==> src/rtl/lvl_irq_pkg.sv <==
package lvl_irq_pkg;
  localparam int unsigned DEF_NUM_SRC  = 8;
  localparam int unsigned DEF_LVL_W    = 3;
  localparam int unsigned DEF_VEC_W    = 5;
  localparam int unsigned DEF_VEC_BASE = 16;

  function automatic int unsigned idx_width(input int unsigned n);
    return (n > 1) ? $clog2(n) : 1;
  endfunction
endpackage

==> src/rtl/irq_src_slot.sv <==
module irq_src_slot #(
  parameter int unsigned LVL_W = 3
) (
  input  logic             clk_i,
  input  logic             rst_ni,
  input  logic             cause_i,
  input  logic             clear_i,
  input  logic             accept_i,
  input  logic             enable_i,
  input  logic [LVL_W-1:0] level_i,
  output logic             elig_o
);
  logic flag_q, insvc_q;

  // a new cause wins over a clear in the same cycle
  always_ff @(posedge clk_i or negedge rst_ni) begin
    if (!rst_ni) flag_q <= 1'b0;
    else if (cause_i) flag_q <= 1'b1;
    else if (clear_i) flag_q <= 1'b0;
  end

  // clear wins over accept for the in-service mark
  always_ff @(posedge clk_i or negedge rst_ni) begin
    if (!rst_ni) insvc_q <= 1'b0;
    else if (clear_i) insvc_q <= 1'b0;
    else if (accept_i) insvc_q <= 1'b1;
  end

  assign elig_o = flag_q && enable_i && (level_i != '0) && !insvc_q;
endmodule

==> src/rtl/irq_win_sel.sv <==
module irq_win_sel #(
  parameter int unsigned NUM_SRC = 8,
  parameter int unsigned LVL_W   = 3,
  parameter int unsigned IDX_W   = 3
) (
  input  logic [NUM_SRC-1:0]       elig_i,
  input  logic [NUM_SRC*LVL_W-1:0] level_i,
  output logic                     valid_o,
  output logic [IDX_W-1:0]         idx_o,
  output logic [LVL_W-1:0]         lvl_o
);
  // scan from the top index down; >= lets the lower index take ties
  always_comb begin
    valid_o = 1'b0;
    idx_o   = '0;
    lvl_o   = '0;
    for (int i = NUM_SRC - 1; i >= 0; i--) begin
      if (elig_i[i] && (level_i[i*LVL_W +: LVL_W] >= lvl_o)) begin
        valid_o = 1'b1;
        idx_o   = IDX_W'(i);
        lvl_o   = level_i[i*LVL_W +: LVL_W];
      end
    end
  end
endmodule

==> src/rtl/lvl_irq_arb.sv <==
module lvl_irq_arb
  import lvl_irq_pkg::*;
#(
  parameter int unsigned NUM_SRC  = DEF_NUM_SRC,
  parameter int unsigned LVL_W    = DEF_LVL_W,
  parameter int unsigned VEC_W    = DEF_VEC_W,
  parameter int unsigned VEC_BASE = DEF_VEC_BASE
) (
  input  logic                     clk_i,
  input  logic                     rst_ni,
  input  logic [NUM_SRC-1:0]       cause_i,
  input  logic [NUM_SRC-1:0]       enable_i,
  input  logic [NUM_SRC*LVL_W-1:0] level_i,
  input  logic [NUM_SRC-1:0]       clear_i,
  input  logic                     ack_i,
  output logic                     req_o,
  output logic [VEC_W-1:0]         vec_o,
  output logic [LVL_W-1:0]         lvl_o
);
  localparam int unsigned IDX_W = idx_width(NUM_SRC);

  logic [NUM_SRC-1:0] elig;
  logic               win_valid;
  logic [IDX_W-1:0]   win_idx;
  logic [LVL_W-1:0]   win_lvl;

  for (genvar g = 0; g < NUM_SRC; g++) begin : g_slot
    irq_src_slot #(.LVL_W(LVL_W)) u_slot (
      .clk_i    (clk_i),
      .rst_ni   (rst_ni),
      .cause_i  (cause_i[g]),
      .clear_i  (clear_i[g]),
      .accept_i (ack_i && win_valid && (win_idx == IDX_W'(g))),
      .enable_i (enable_i[g]),
      .level_i  (level_i[g*LVL_W +: LVL_W]),
      .elig_o   (elig[g])
    );
  end

  irq_win_sel #(.NUM_SRC(NUM_SRC), .LVL_W(LVL_W), .IDX_W(IDX_W)) u_sel (
    .elig_i  (elig),
    .level_i (level_i),
    .valid_o (win_valid),
    .idx_o   (win_idx),
    .lvl_o   (win_lvl)
  );

  assign req_o = win_valid;
  assign vec_o = win_valid ? (VEC_W'(VEC_BASE) + VEC_W'(win_idx)) : '0;
  assign lvl_o = win_valid ? win_lvl : '0;
endmodule

==> config.mk <==
export PLATFORM = sky130hd
export DESIGN_NAME = lvl_irq_arb
export DESIGN_NICKNAME = d
export VERILOG_FILES = /design/src/rtl/lvl_irq_pkg.sv /design/src/rtl/irq_src_slot.sv /design/src/rtl/irq_win_sel.sv /design/src/rtl/lvl_irq_arb.sv
export SDC_FILE = /design/constraint.sdc
export NUM_CORES = 1
export LEC_CHECK = 0
export BUFFER_PORTS_ARGS = -buffer_cell sky130_fd_sc_hd__buf_2
export CAP_MARGIN = 20
export CORE_MARGIN = 1.5
export CORE_UTILIZATION = 40
export DETAILED_ROUTE_END_ITERATION = 12
export PLACE_DENSITY = 0.66
export SLEW_MARGIN = 5
export SYNTH_ARGS = -nofsm -noshare
export SYNTH_HDL_FRONTEND = slang
export SYNTH_SLANG_ARGS = --single-unit
export TNS_END_PERCENT = 20
==> constraint.sdc <==
create_clock -name clk_i -period 14.06 [get_ports clk_i]
set_input_delay 0.703 -clock clk_i [delete_from_list [all_inputs] [get_ports clk_i]]
set_output_delay 0.703 -clock clk_i [all_outputs]
set_load 0.1 [all_outputs]
=== After elaboration in Yosys (flattened, before gate mapping) ===
Index checks and enable logic that the tools add are counted.

* Input port bits: 51
* Register bits: 16
* Logic and storage cells: 164

* Eq/ne operators: 7
* $add $sub $neg: 1
* Multiplexer cells: 58
* Reduce and logical (&&, ||, !) cells: 74
* $lt $le $gt $ge: 8

{| class="wikitable"
|+ Operator list
! cell !! number
|-
| $mux W3 || 17
|-
| $logic_and A1 B1 Y1 || 41
|-
| $mux W1 || 40
|-
| $reduce_bool A2 Y1 || 16
|-
| $reduce_bool A3 Y1 || 8
|-
| $ge A3 B3 Y1 || 7
|-
| $eq A3 B3 Y1 const B || 4
|-
| $logic_not A1 Y1 || 8
|-
| $eq A3 B2 Y1 const B || 2
|-
| $add A5 B3 Y5 const A || 1
|-
| $mux W5 || 1
|-
| $eq A3 B1 Y1 const B || 1
|-
| $ge A3 B1 Y1 const B || 1
|-
| $logic_not A3 Y1 || 1
|}

=== Longest topological paths before layout ===
Gate-level depths: netlist (run 1).

* Depth after elaboration: 30
* Depth in mapped cells: 53

=== Cells and area by module ===
From an unflattened synthesis (run 1), not the netlist that was laid out.

* Cells, all modules: 234
* Area, all modules: 1810.5 um2

{| class="wikitable"
|+ By module, submodules not included
! module !! cells each !! instances !! area each (um2)
|-
| irq_win_sel || 139 || 1 || 1028.5
|-
| irq_src_slot || 9 || 8 || 82.6
|-
| lvl_irq_arb || 23 || 1 || 121.4
|}

=== Worst setup path before layout (run 1) ===
No wires, ideal clock.

* Kind: input port to output port
* From: in enable_i[7]
* To: out vec_o[2]
* Slack: 1.779 ns
* Stages: 50
* Data required time: 13.357 ns
* Path buffers: 1
* Arrival: 11.578 ns
* Path through: and3b_1 > and2_1 > inv_1 > ha_1 > nand2_1 > o21ai_2 > nand2_2 > o21ai_0 > ha_1 > nand2b_1 > nor2_1 > nor2_1 > a221o_1 > o2111ai_1 > o21a_1 > mux2i_1 > inv_1 > ha_1 > [14 not listed] > and2b_4 > a211oi_2 > inv_1 > ha_1 > nand2b_1 > a21o_1 > a21oi_1 > or4_1 > clkbuf_1 > nor2_1 > a21oi_1 > ha_1 > nand2b_1 > a21oi_1 > nor2b_1 > o21ai_0 > and2_1 > nor3b_1

* Cells in the longest elaborated chain, start to end: 28
* Elaborated cells between the ends (all ways): 43
* Classes of those cells: add/sub: 1; order compare: 7; mux: 24; reduce/logical: 11

{| class="wikitable"
|+ Ends and longest elaborated chain
! what !! RTL line !! text
|-
| start, declared || lvl_irq_arb.sv:12 || <nowiki>input logic [NUM_SRC-1:0] enable_i,</nowiki>
|-
| $logic_and A1 B1 Y1 * (3 in a row) || irq_src_slot.sv:29 || <nowiki>assign elig_o = flag_q && enable_i && (level_i != '0) && !insvc_q;</nowiki>
|-
| $logic_and A1 B1 Y1 * || irq_win_sel.sv:18 || <nowiki>if (elig_i[i] && (level_i[i*LVL_W +: LVL_W] >= lvl_o)) begin</nowiki>
|-
| $mux W3 || irq_win_sel.sv:18 ||
|-
| $ge A3 B3 Y1 || irq_win_sel.sv:18 ||
|-
| $logic_and A1 B1 Y1 || irq_win_sel.sv:18 ||
|-
| $mux W3 || irq_win_sel.sv:18 ||
|-
| $ge A3 B3 Y1 || irq_win_sel.sv:18 ||
|-
| $logic_and A1 B1 Y1 || irq_win_sel.sv:18 ||
|-
| [10 not listed] || - ||
|-
| $ge A3 B3 Y1 || irq_win_sel.sv:18 ||
|-
| $logic_and A1 B1 Y1 || irq_win_sel.sv:18 ||
|-
| $mux W3 || irq_win_sel.sv:18 ||
|-
| $ge A3 B3 Y1 || irq_win_sel.sv:18 ||
|-
| $logic_and A1 B1 Y1 || irq_win_sel.sv:18 ||
|-
| $mux W3 || irq_win_sel.sv:18 ||
|-
| $add A5 B3 Y5 || lvl_irq_arb.sv:49 || <nowiki>assign vec_o = win_valid ? (VEC_W'(VEC_BASE) + VEC_W'(win_idx)) : '0;</nowiki>
|-
| $mux W5 * || lvl_irq_arb.sv:49 ||
|-
| end, declared || lvl_irq_arb.sv:17 || <nowiki>output logic [VEC_W-1:0] vec_o,</nowiki>
|}

Mark *: on every way between the ends. The rest lies on a longest branch, timed or not.

=== Worst setup path after layout (run 1) ===
* From: in enable_i[7]
* To: out lvl_o[0]

* Cells in the longest elaborated chain, start to end: 27
* Elaborated cells between the ends (all ways): 35
* Classes of those cells: order compare: 7; mux: 17; reduce/logical: 11

{| class="wikitable"
|+ Ends and longest elaborated chain
! what !! RTL line !! text
|-
| $logic_and A1 B1 Y1 * (3 in a row) || irq_src_slot.sv:29 ||
|-
| $logic_and A1 B1 Y1 * || irq_win_sel.sv:18 ||
|-
| $mux W3 || irq_win_sel.sv:18 ||
|-
| $ge A3 B3 Y1 || irq_win_sel.sv:18 ||
|-
| $logic_and A1 B1 Y1 || irq_win_sel.sv:18 ||
|-
| $mux W3 || irq_win_sel.sv:18 ||
|-
| $ge A3 B3 Y1 || irq_win_sel.sv:18 ||
|-
| $logic_and A1 B1 Y1 || irq_win_sel.sv:18 ||
|-
| [9 not listed] || - ||
|-
| $mux W3 || irq_win_sel.sv:18 ||
|-
| $ge A3 B3 Y1 || irq_win_sel.sv:18 ||
|-
| $logic_and A1 B1 Y1 || irq_win_sel.sv:18 ||
|-
| $mux W3 || irq_win_sel.sv:18 ||
|-
| $ge A3 B3 Y1 || irq_win_sel.sv:18 ||
|-
| $logic_and A1 B1 Y1 || irq_win_sel.sv:18 ||
|-
| $mux W3 / $mux W1 (equally long branches) || irq_win_sel.sv:18 ||
|-
| $mux W3 * || lvl_irq_arb.sv:50 || <nowiki>assign lvl_o = win_valid ? win_lvl : '0;</nowiki>
|-
| end, declared || lvl_irq_arb.sv:18 || <nowiki>output logic [LVL_W-1:0] lvl_o</nowiki>
|}

Marked as above.

==> impl_metrics.yaml, run 1 <==
global_route:
  grt_max_degree: 17
  grt_overflow_total: 0
  grt_pass1_vias: 1675
  grt_first_pass_wirelength_mm: 7.327
  antenna_found_initial: 0
  grt.total_usage: 0.1772
place:
  globalplace.congestion: 0.8742
  place_hpwl_mm: 3.602
  port_buffers: 58
synth:
  synth_top_cell_area_share: 0.2195
  yosysSeqAreaShare: 0.2195
  syn_inst: 224
  synth_area_leaders: "dfrtp_1 (22%), ha_1 (9.6%), nor2_1 (4.7%)"
  yosysMostFrequentCell: "nor2_1"
  synth_top_cells_by_count: "nor2_1 (23), inv_1 (22), nand2_1 (17)"
  synth_top_area_cell: "dfrtp_1"
  ys_warn_count: 0
  syn-cell-area_um2: 1824
  ys_types: 66
  synth_edf_count: 0
  synthFlopType: "dfrtp_1"
  async_reset_ff_frac: 1.000
  syn_area_per_cell_um2: 8.144
  synthesis.nets: 289
  synth_seq_cells: 16
setup_path:
  startpoint: "enable_i[7]"
  cp-start-kind: "primary input"
  path_max_fanout: 10
  crit_path_frequent_cell: "ha_1"
  critPathMaxStageDelay_ns: 0.67
  path_class: "primary input to output port"
  worstPathRequired_ns: 13.36
  cp.arrival_ns: 11.23
  worstReg2RegStart: "g_slot[7].u_slot.insvc_q"
  critical_path.slowest_cell: "or4_1"
  endpoint_kind: "output port"
timing:
  max-slew-margin-rel: 0.6099
  slew_violations: 0
  setup-violations-final: 0
  skew_ns: 0.004857
  hold_viol: 0
  worst_slew_pin_slew_ns: 0.5803
  finalCritPeriodShare: 0.8489
  fin_crit_ns: 11.94
  rsz0062_at_grt: "false"
  fin_tns_setup_ns: 0
  max_freq_ghz: 0.08378
clock_tree:
  tritoncts: "yes"
  cts-buffers-inserted: 3
  ctsHoldBuffers: 0
  clk_pin_slew_worst_paths_ns: 0.06
  post_cts_buffers: 0
  clock-sinks: 16
  cts_resized: 0
  clockBufferDepth: 2
  cts_max_level: 1
  insertion_delay_ns: 0.25
  cts-root-buf: "clkbuf_8"
final_layout:
  area_growth_pct: 19.89
  drive_gt1_frac: 0.2929
  finalNetCount: 347
  insertedDiodeCount: 0
  ff_latch_area_um2: 400.4
  multi_input_area_um2: 1308
  fillerInstances: 453
  finish.utilization: 0.4989
die:
  fp-row-count: 24
  dieHeight_um: 70.53
  ioPinCount: 60
  fp.dieW_um: 70.53
  core_um2: 4384
  die_area_um2: 4974
  initial_core_util: 0.4161
drt:
  vias: 1776
  vias_per_cell: 5.349
  drt_pass1_iterations: 4
  wl_mm: 4.178
  postRouteAntennaNets: 0
  drt_iter0_drc: 83
  route.detailed.drc: 0
  wl_per_cell_um: 12.58
run:
  cap_violations: 0
status:
  status: "finished clean"
min_path:
  hp-class: "primary input to asynchronous set/reset pin"
pwr:
  leakage_nw: 1.111
  peakVddDrop_mv: 0.05341
  power.density_nw_per_um2: 108.8
-- kinds of logic (layout without fill, tap and decap cells) --
| logic type | count (synthesis) | after routing | share of synthesized area |
|---|---|---|---|
| buf+inv | 27 | 83 | 0.06379 |
| compound gates | 66 | 66 | 0.2908 |
| mux | 7 | 7 | 0.04047 |
| fa+ha+maj | 16 | 16 | 0.1070 |
| flops | 16 | 16 | 0.2195 |
| other cells | 1 | 1 | 0.002056 |
| simple gates | 91 | 91 | 0.2764 |
-- cell usage in the layout (no fill, tap or decap), types with 3 or more instances in the layout --
master	n
a21boi_0	3
a21o_1	9
a21oi_1	8
and2_1	4
buf_2	58
clkbuf_8	3
dfrtp_1	16
ha_1	14
inv_1	22
mux2_2	3
mux2i_1	4
nand2_1	17
nand2b_1	6
nand3_1	7
nor2_1	23
nor2b_1	3
nor3_1	7
o211ai_1	5
o21a_1	4
o21ai_0	5
o31ai_1	5
-- routing by layer --
layer  part of all wire  routed length, um  GRT usage  vias to the layer above
li1                   -                  -          -                      930
met1               0.49               2043     0.2400                      806
met2               0.46               1915     0.2977                       34
met3              0.040                166    0.02137                        6
met4              0.013                 53    0.05451                        0
met5                  0                  0          0                        -
-- sequential cells by signal, indices dropped and copies added (netlist names) --
signal / count
g_slot.u_slot.insvc_q: 8
g_slot.u_slot.flag_q: 8
-- worst max-delay path, delay by kind of cell --
kind                       cells  cell delay [ns]
and+or+nand+nor               18             3.16
AOI/OAI and AO/OA             19             3.64
adders and majority gates      8             2.36
muxes                          2             0.65
buffers and inverters          5             0.71
-- metrics by stage --
stage | power (mW) | hold slack [ns] | instance area [um^2] | std cells | setup WS [ns]
3_3_place_gp | 0.2043 | 0.4528 | 2146 | 329 | 2.235
4_1_cts | 0.2402 | 0.3666 | 2187 | 332 | 2.062
5_1_grt | 0.2548 | 0.3747 | 2187 | 332 | 1.037
3_5_place_dp | 0.2056 | 0.4636 | 2146 | 329 | 2.082
6_report | 0.2380 | 0.3563 | 2187 | 332 | 2.124
2_1_floorplan | 0.1762 | 0.4074 | 1824 | 224 | 1.779
-- where the power goes --
group          internal [mW]  switching, mW  leakage [nW]
registers             0.0496        0.00186         0.196
logic                 0.0452          0.108         0.893
clock network         0.0190         0.0146        0.0216
total                  0.114          0.124          1.11
-- final timing paths --
| check | endpoint | slack [ns] | cells after the start |
|---|---|---|---|
| worst max register to register | g_slot[4].u_slot.insvc_q | 3.31 | 50 |
| min in group clk_i | g_slot[6].u_slot.flag_q | 0.47 | 1 |
| worst min-delay path | g_slot[4].u_slot.flag_q | 0.36 | 1 |
| worst max-delay path | lvl_o[0] | 2.12 | 52 |
| worst min register to register | g_slot[6].u_slot.flag_q | 0.47 | 1 |
| max in group asynchronous | g_slot[3].u_slot.insvc_q | 13.44 | 1 |
-- area by class of cell --
type / count / share of cell area
flip-flops and latches: 16 / 0.1831
repair buffers: 58 / 0.1327
clock buffers: 3 / 0.01888
multi-input cells: 181 / 0.5978
well taps: 52 / 0.02975
inverters: 22 / 0.03776
Note: power is estimated with default switching activity, not from simulation.
==> inputs of run 2 (changes only) <==
ABC_AREA = 1   (was not set)
PLACE_DENSITY = 0.68   (was 0.66)
clock period = 10.3 ns   (was 14.06 ns; I/O delays follow)
==> run 2 against run 1 <==
Worst setup slack lost 0.87 ns. Critical path depth up 8. Cell count increased by 13%. Via count rose by 0.84%. Flip-flop and latch count is the same. Highest routed layer unchanged. Routed wire length shrank 11%. Total power grew 66%. Global-route usage shrank 1.6 points. Synthesized cell count is 18% higher. Sequential share of layout area is essentially flat. Synthesized area fell by 1.4%. Critical path type is now flip-flop to output port.
==> impl_metrics.yaml, run 2 <==
global_route:
  grt_overflow_total: 0
  grt_first_pass_wirelength_mm: 6.651
  grt.total_usage: 0.1613
  grt_pass1_vias: 1594
  antenna_found_initial: 0
  grt_max_degree: 17
place:
  dp.cells: 372
  place_hpwl_mm: 3.312
  port_buffers: 58
  globalplace.congestion: 0.8836
  placed_cell_area_um2: 2123
die:
  ioPinCount: 60
  die_area_um2: 4906
  initial_core_util: 0.4129
  dieHeight_um: 70.05
  core_um2: 4354
  fp.dieW_um: 70.05
  fp-row-count: 24
status:
  status: "finished clean"
setup_path:
  crit_path_frequent_cell: "nand2_1"
  cp.arrival_ns: 8.53
  r2r_slack_ns: 1.99
  path_class: "flip-flop to output port"
  worstPathRequired_ns: 9.79
  cp-start-kind: "flip-flop"
  timing.rr.end: "g_slot[7].u_slot.insvc_q"
  reg2reg_depth: 61
  endpoint_kind: "output port"
  critPathMaxStageDelay_ns: 0.35
  path_max_fanout: 13
  worstReg2RegStart: "g_slot[7].u_slot.insvc_q"
  critical_path.slowest_cell: "dfrtp_1"
drt:
  wl_met2_mm: 1.725
  drt_iter0_drc: 75
  drt_pass1_iterations: 4
  postRouteAntennaNets: 0
  dr.max_layer_used: "met4"
  drt-met1-wl_mm: 1.841
  wl_per_cell_um: 9.939
  vias_per_cell: 4.763
  route.detailed.drc: 0
  dr_wl_met3_um: 125
  vias: 1791
  wl_mm: 3.737
synth:
  syn_inst: 265
  ys_types: 32
  syn_area_per_cell_um2: 6.785
  synthFlopType: "dfrtp_1"
  yosysMostFrequentCell: "inv_1"
  synth_top_cell_area_share: 0.2227
  syn-cell-area_um2: 1798
  synth_top_area_cell: "dfrtp_1"
  synth_top_cells_by_count: "inv_1 (60), nand2_1 (48), nand3_1 (29)"
  synth_seq_cells: 16
  async_reset_ff_frac: 1.000
  yosysSeqAreaShare: 0.2227
  ys_warn_count: 0
  synth_edf_count: 0
  synth_area_leaders: "dfrtp_1 (22%), inv_1 (13%), nand2_1 (10%)"
  synthesis.nets: 330
pwr:
  total_power_mw: 0.3950
  peakVddDrop_mv: 0.1023
  power.density_nw_per_um2: 180.7
  comb_power_share: 0.684
  switching_share: 0.5611
  p_seq_frac: 0.181
  leakage_nw: 1.294
  p_switching_mw: 0.2217
  clkPwrFrac: 0.135
  internal-power_mw: 0.1734
final_layout:
  final_area_um2: 2186
  final_common_cell: "inv_1"
  instances_no_fill: 376
  final_cell_mix: "inv_1 (60), buf_2 (56), nand2_1 (47)"
  insertedDiodeCount: 0
  finalNetCount: 390
  drive_gt1_frac: 0.2901
  area_growth_pct: 21.57
  top_regs: "g_slot.u_slot.flag_q (8), g_slot.u_slot.insvc_q (8)"
clock_tree:
  insertion_delay_ns: 0.24
  post_cts_buffers: 0
  cts_max_level: 1
  clockBufferDepth: 2
  tritoncts: "yes"
  cts-root-buf: "clkbuf_8"
  clock-sinks: 16
  ctsHoldBuffers: 0
  cts_resized: 0
  clk_pin_slew_worst_paths_ns: 0.06
  cts-buffers-inserted: 3
timing:
  skew_ns: 0.002615
  hold_viol: 0
  fin_crit_ns: 9.044
  setup-violations-final: 0
  rsz0062_at_grt: "false"
  fin_tns_setup_ns: 0
  max_freq_ghz: 0.1106
  finalCritPeriodShare: 0.8781
  slew_violations: 0
run:
  cap_violations: 0
min_path:
  hp-class: "primary input to asynchronous set/reset pin"
## run 2: changes by cell type after synthesis, sizes merged, moves of 9 or more
cell	before	now
a21o	9	0
inv	22	63
nand2	18	62
nand3	8	35
## run 2: worst max path at each step
stage,from,end,slack [ns],cells after the start
floorplan,enable_i[7],vec_o[4],1.22,59
global placement,enable_i[7],vec_o[2],1.30,60
detailed placement,enable_i[7],vec_o[2],1.14,62
CTS,g_slot[7].u_slot.insvc_q,vec_o[2],1.03,60
global route,g_slot[7].u_slot.insvc_q,vec_o[2],0.12,60
finish,g_slot[7].u_slot.insvc_q,vec_o[2],1.26,60
## run 2: area by class of cell
cell class / instances / area [um^2]
inverter: 64 / 240.2
tap: 52 / 65.06
fill: 466 / 2168
sequential: 16 / 400.4
timing repair buffer: 58 / 295.3
clock buffer: 4 / 55.05
multi-input combinational: 182 / 1130
## run 2: power groups by stage
stage / combinational [mW] / clock [mW] / sequential [mW]
2_1_floorplan: 0.225 / 0 / 0.0723
3_3_place_gp: 0.266 / 0 / 0.0727
3_5_place_dp: 0.268 / 0 / 0.0728
4_1_cts: 0.269 / 0.0557 / 0.0717
5_1_grt: 0.298 / 0.0587 / 0.0723
6_report: 0.270 / 0.0533 / 0.0717
## run 2: worst max-delay path, delay by kind of cell, from the launching register on
| family | cells | cell delay [ns] |
|---|---|---|
| AOI/OAI and AO/OA | 13 | 1.93 |
| and+or+nand+nor | 32 | 3.22 |
| adders and majority gates | 7 | 1.96 |
| DFF | 1 | 0.35 |
| buffers and inverters | 8 | 0.81 |
## run 2: per-stage QoR
| stage | util | worst slack (ns) | hold WS [ns] |
|---|---|---|---|
| global route | 0.5020 | 0.1176 | 0.1820 |
| detailed placement | 0.4876 | 1.139 | 0.4463 |
| CTS | 0.5003 | 1.029 | 0.1763 |
| floorplan | - | 1.221 | 0.2194 |
| global placement | 0.4876 | 1.302 | 0.4488 |
| finish | 0.5020 | 1.256 | 0.1694 |
## run 2: cell families (layout without fill, tap and decap cells)
family                     Yosys count  count (layout)  synth area share
and+or+nand+nor                    119             119            0.3465
AOI/OAI and AO/OA                   48              48            0.1809
other                                1               1          0.002086
buffers and inverters               67             126            0.1503
DFF                                 16              16            0.2227
adders and majority gates           14              14           0.09743
## run 2: per-layer routing
metal  track usage  vias up
met4       0.05128        0
met5             0        -
met1        0.2287      785
met3       0.01299        5
li1              -      964
met2        0.2603       37
==> inputs of run 3 (changes only) <==
--- a/config.mk
+++ b/config.mk
@@ -14,2 +14,3 @@
 export PLACE_DENSITY = 0.68
+export REMOVE_ABC_BUFFERS = 1
 export SLEW_MARGIN = 5
==> constraint.sdc (replaced) <==
create_clock -name clk_i -period 10.3 [get_ports clk_i]
set_input_delay 3.09 -clock clk_i [delete_from_list [all_inputs] [get_ports clk_i]]
set_output_delay 3.09 -clock clk_i [all_outputs]
set_load 0.1 [all_outputs]
==> run 3 against run 2 <==
Flip-flop and latch count unchanged. The flow now finishes with violations (setup timing). Total power increased by 40%. Non-clock buffer count rose by 67. Sequential power about the same. Critical endpoint unchanged. First-iteration DRC count is 19% higher. Clock skew hardly changed. Global-route usage grew 5.1 points. Critical path depth up 1. Routed wire length grew 42%. Register-to-register slack better by 0.99 ns. Cell area grew 40%. Core utilization up 20 points.
==> impl_metrics.yaml, run 3 (same netlist as run 2, synthesis figures left out) <==
timing:
  fin_crit_ns: 12.72
  finalWorstSetupSlack_ns: -2.422
  skew_ns: 0.002745
  holdWs_ns: 0.5067
  finalCritPeriodShare: 1.235
  hold_viol: 0
  max-slew-margin-rel: 0.6262
  slew_violations: 0
  rsz0062_at_grt: "true"
  worst_slew_pin_slew_ns: 0.5536
  setup-violations-final: 8
  max_freq_ghz: 0.07860
drt:
  drt_pass1_iterations: 4
  postRouteAntennaNets: 0
  route.detailed.drc: 0
  wl_met2_mm: 2.754
  drt-met1-wl_mm: 2.223
  dr_wl_met3_um: 173
  vias_per_cell: 4.860
  dr.max_layer_used: "met4"
  wl_mm: 5.311
  drt_iter0_drc: 89
  wl_per_cell_um: 11.99
  vias: 2153
die:
  ioPinCount: 60
  dieHeight_um: 70.05
  core_um2: 4354
  die_area_um2: 4906
  fp-row-count: 24
  fp.dieW_um: 70.05
  initial_core_util: 0.4129
pwr:
  power.density_nw_per_um2: 180.8
  comb_power_share: 0.771
  leakage_nw: 1.697
  peakVddDrop_mv: 0.1997
  internal-power_mw: 0.2835
  p_switching_mw: 0.2710
  switching_share: 0.4888
  clkPwrFrac: 0.099
  p_seq_frac: 0.130
  total_power_mw: 0.5544
final_layout:
  final_cell_mix: "buf_4 (64), inv_1 (49), buf_2 (49)"
  finalNetCount: 457
  area_growth_pct: 70.56
  final_common_cell: "buf_4"
  drive_gt1_frac: 0.5371
  top_regs: "g_slot.u_slot.flag_q (8), g_slot.u_slot.insvc_q (8)"
  insertedDiodeCount: 0
clock_tree:
  cts_max_level: 1
  clockBufferDepth: 2
  cts-buffers-inserted: 3
  insertion_delay_ns: 0.25
  clk_pin_slew_worst_paths_ns: 0.06
  ctsHoldBuffers: 0
  tritoncts: "yes"
  clock-sinks: 16
  cts-root-buf: "clkbuf_8"
global_route:
  grt_first_pass_wirelength_mm: 8.583
  antenna_found_initial: 0
  grt_pass1_vias: 2067
  grt_overflow_total: 0
  grt.total_usage: 0.2121
  grt_max_degree: 17
status:
  status: "complete, but fails checks"
  failed_checks: "setup timing"
setup_path:
  cp.arrival_ns: 9.63
  worstPathRequired_ns: 7.21
  crit_path_frequent_cell: "nand2_2"
  endpoint_kind: "output port"
  critical_path.slowest_cell: "ha_1"
  critPathMaxStageDelay_ns: 0.28
  path_max_fanout: 6
  cp-start-kind: "primary input"
  path_class: "primary input to output port"
run:
  cap_violations: 0
place:
  port_buffers: 58
  post-place-ws_ns: -3.335
  globalplace.congestion: 0.8577
  place_hpwl_mm: 3.850
min_path:
  hp-class: "flip-flop to flip-flop"
==> run 3: cell count changes in the layout (fill, tap and decap cells not counted), moves of 6 or more <==
cell and change:
buf_12 +8, nand2_2 +10, nand2_1 -14, inv_1 -11, o21ai_0 -7, buf_4 +64, inv_2 +10, o21ai_2 +6
buf_2 -7
==> run 3: what timing repair did <==
| action | 4_1_cts | 5_1_grt |
|---|---|---|
| setup buffers | 17 | 7 |
| gates resized for setup | 52 | 31 |
| setup endpoints to repair | 16 | 16 |
| pin swaps | 40 | 35 |
==> run 3: layer usage <==
metal  up-vias  track usage
li1       1104            -
met1       977       0.2615
met4         0      0.09402
met2        55       0.3799
met3        17      0.01154
met5         -            0
==> run 3: critical path, delay by kind of cell <==
kind / cells / cell delay, ns
AOI/OAI and AO/OA: 12 / 1.32
adders and majority gates: 6 / 1.47
buffers and inverters: 12 / 1.07
and+or+nand+nor: 31 / 2.68
==> run 3: area by class of cell <==
| type | instances | area, um^2 |
|---|---|---|
| sequential | 16 | 400.4 |
| tap | 52 | 65.06 |
| timing repair buffer | 125 | 930.9 |
| multi-input combinational | 182 | 1373 |
| fill | 355 | 1287 |
| clock buffer | 4 | 55.05 |
| inverter | 64 | 242.7 |
==> run 3: per-stage QoR <==
stage | TNS [ns] | area (um^2) | std cells | util
6_report | -18.95 | 3067 | 443 | 0.7043
5_1_grt | -23.17 | 3067 | 443 | 0.7043
4_1_cts | -18.78 | 2870 | 436 | 0.6592
3_5_place_dp | -28.78 | 2536 | 415 | 0.5825
3_3_place_gp | -23.90 | 2536 | 415 | 0.5825
2_1_floorplan | -27.26 | 1768 | 262 | -
==> run 3: worst paths after layout <==
path	startpoint	endpoint	slack, ns	cells past startpoint
min reg2reg	g_slot[2].u_slot.insvc_q	g_slot[2].u_slot.insvc_q	0.51	2
max reg2reg	g_slot[7].u_slot.insvc_q	g_slot[0].u_slot.insvc_q	2.98	62
min	g_slot[2].u_slot.insvc_q	g_slot[2].u_slot.insvc_q	0.51	2
min in group asynchronous	rst_ni	g_slot[4].u_slot.flag_q	2.74	1
max	enable_i[7]	vec_o[2]	-2.42	61
max in group asynchronous	rst_ni	g_slot[7].u_slot.insvc_q	7.31	1
==> run 3: power by group through the flow <==
stage                     clock network (mW)  registers [mW]  logic [mW]
after CTS                             0.0571          0.0720       0.392
after detailed placement                   0          0.0730       0.349
after global placement                     0          0.0726       0.345
final                                 0.0548          0.0720       0.428
after global routing                  0.0594          0.0726       0.455
after floorplan                            0          0.0723       0.221
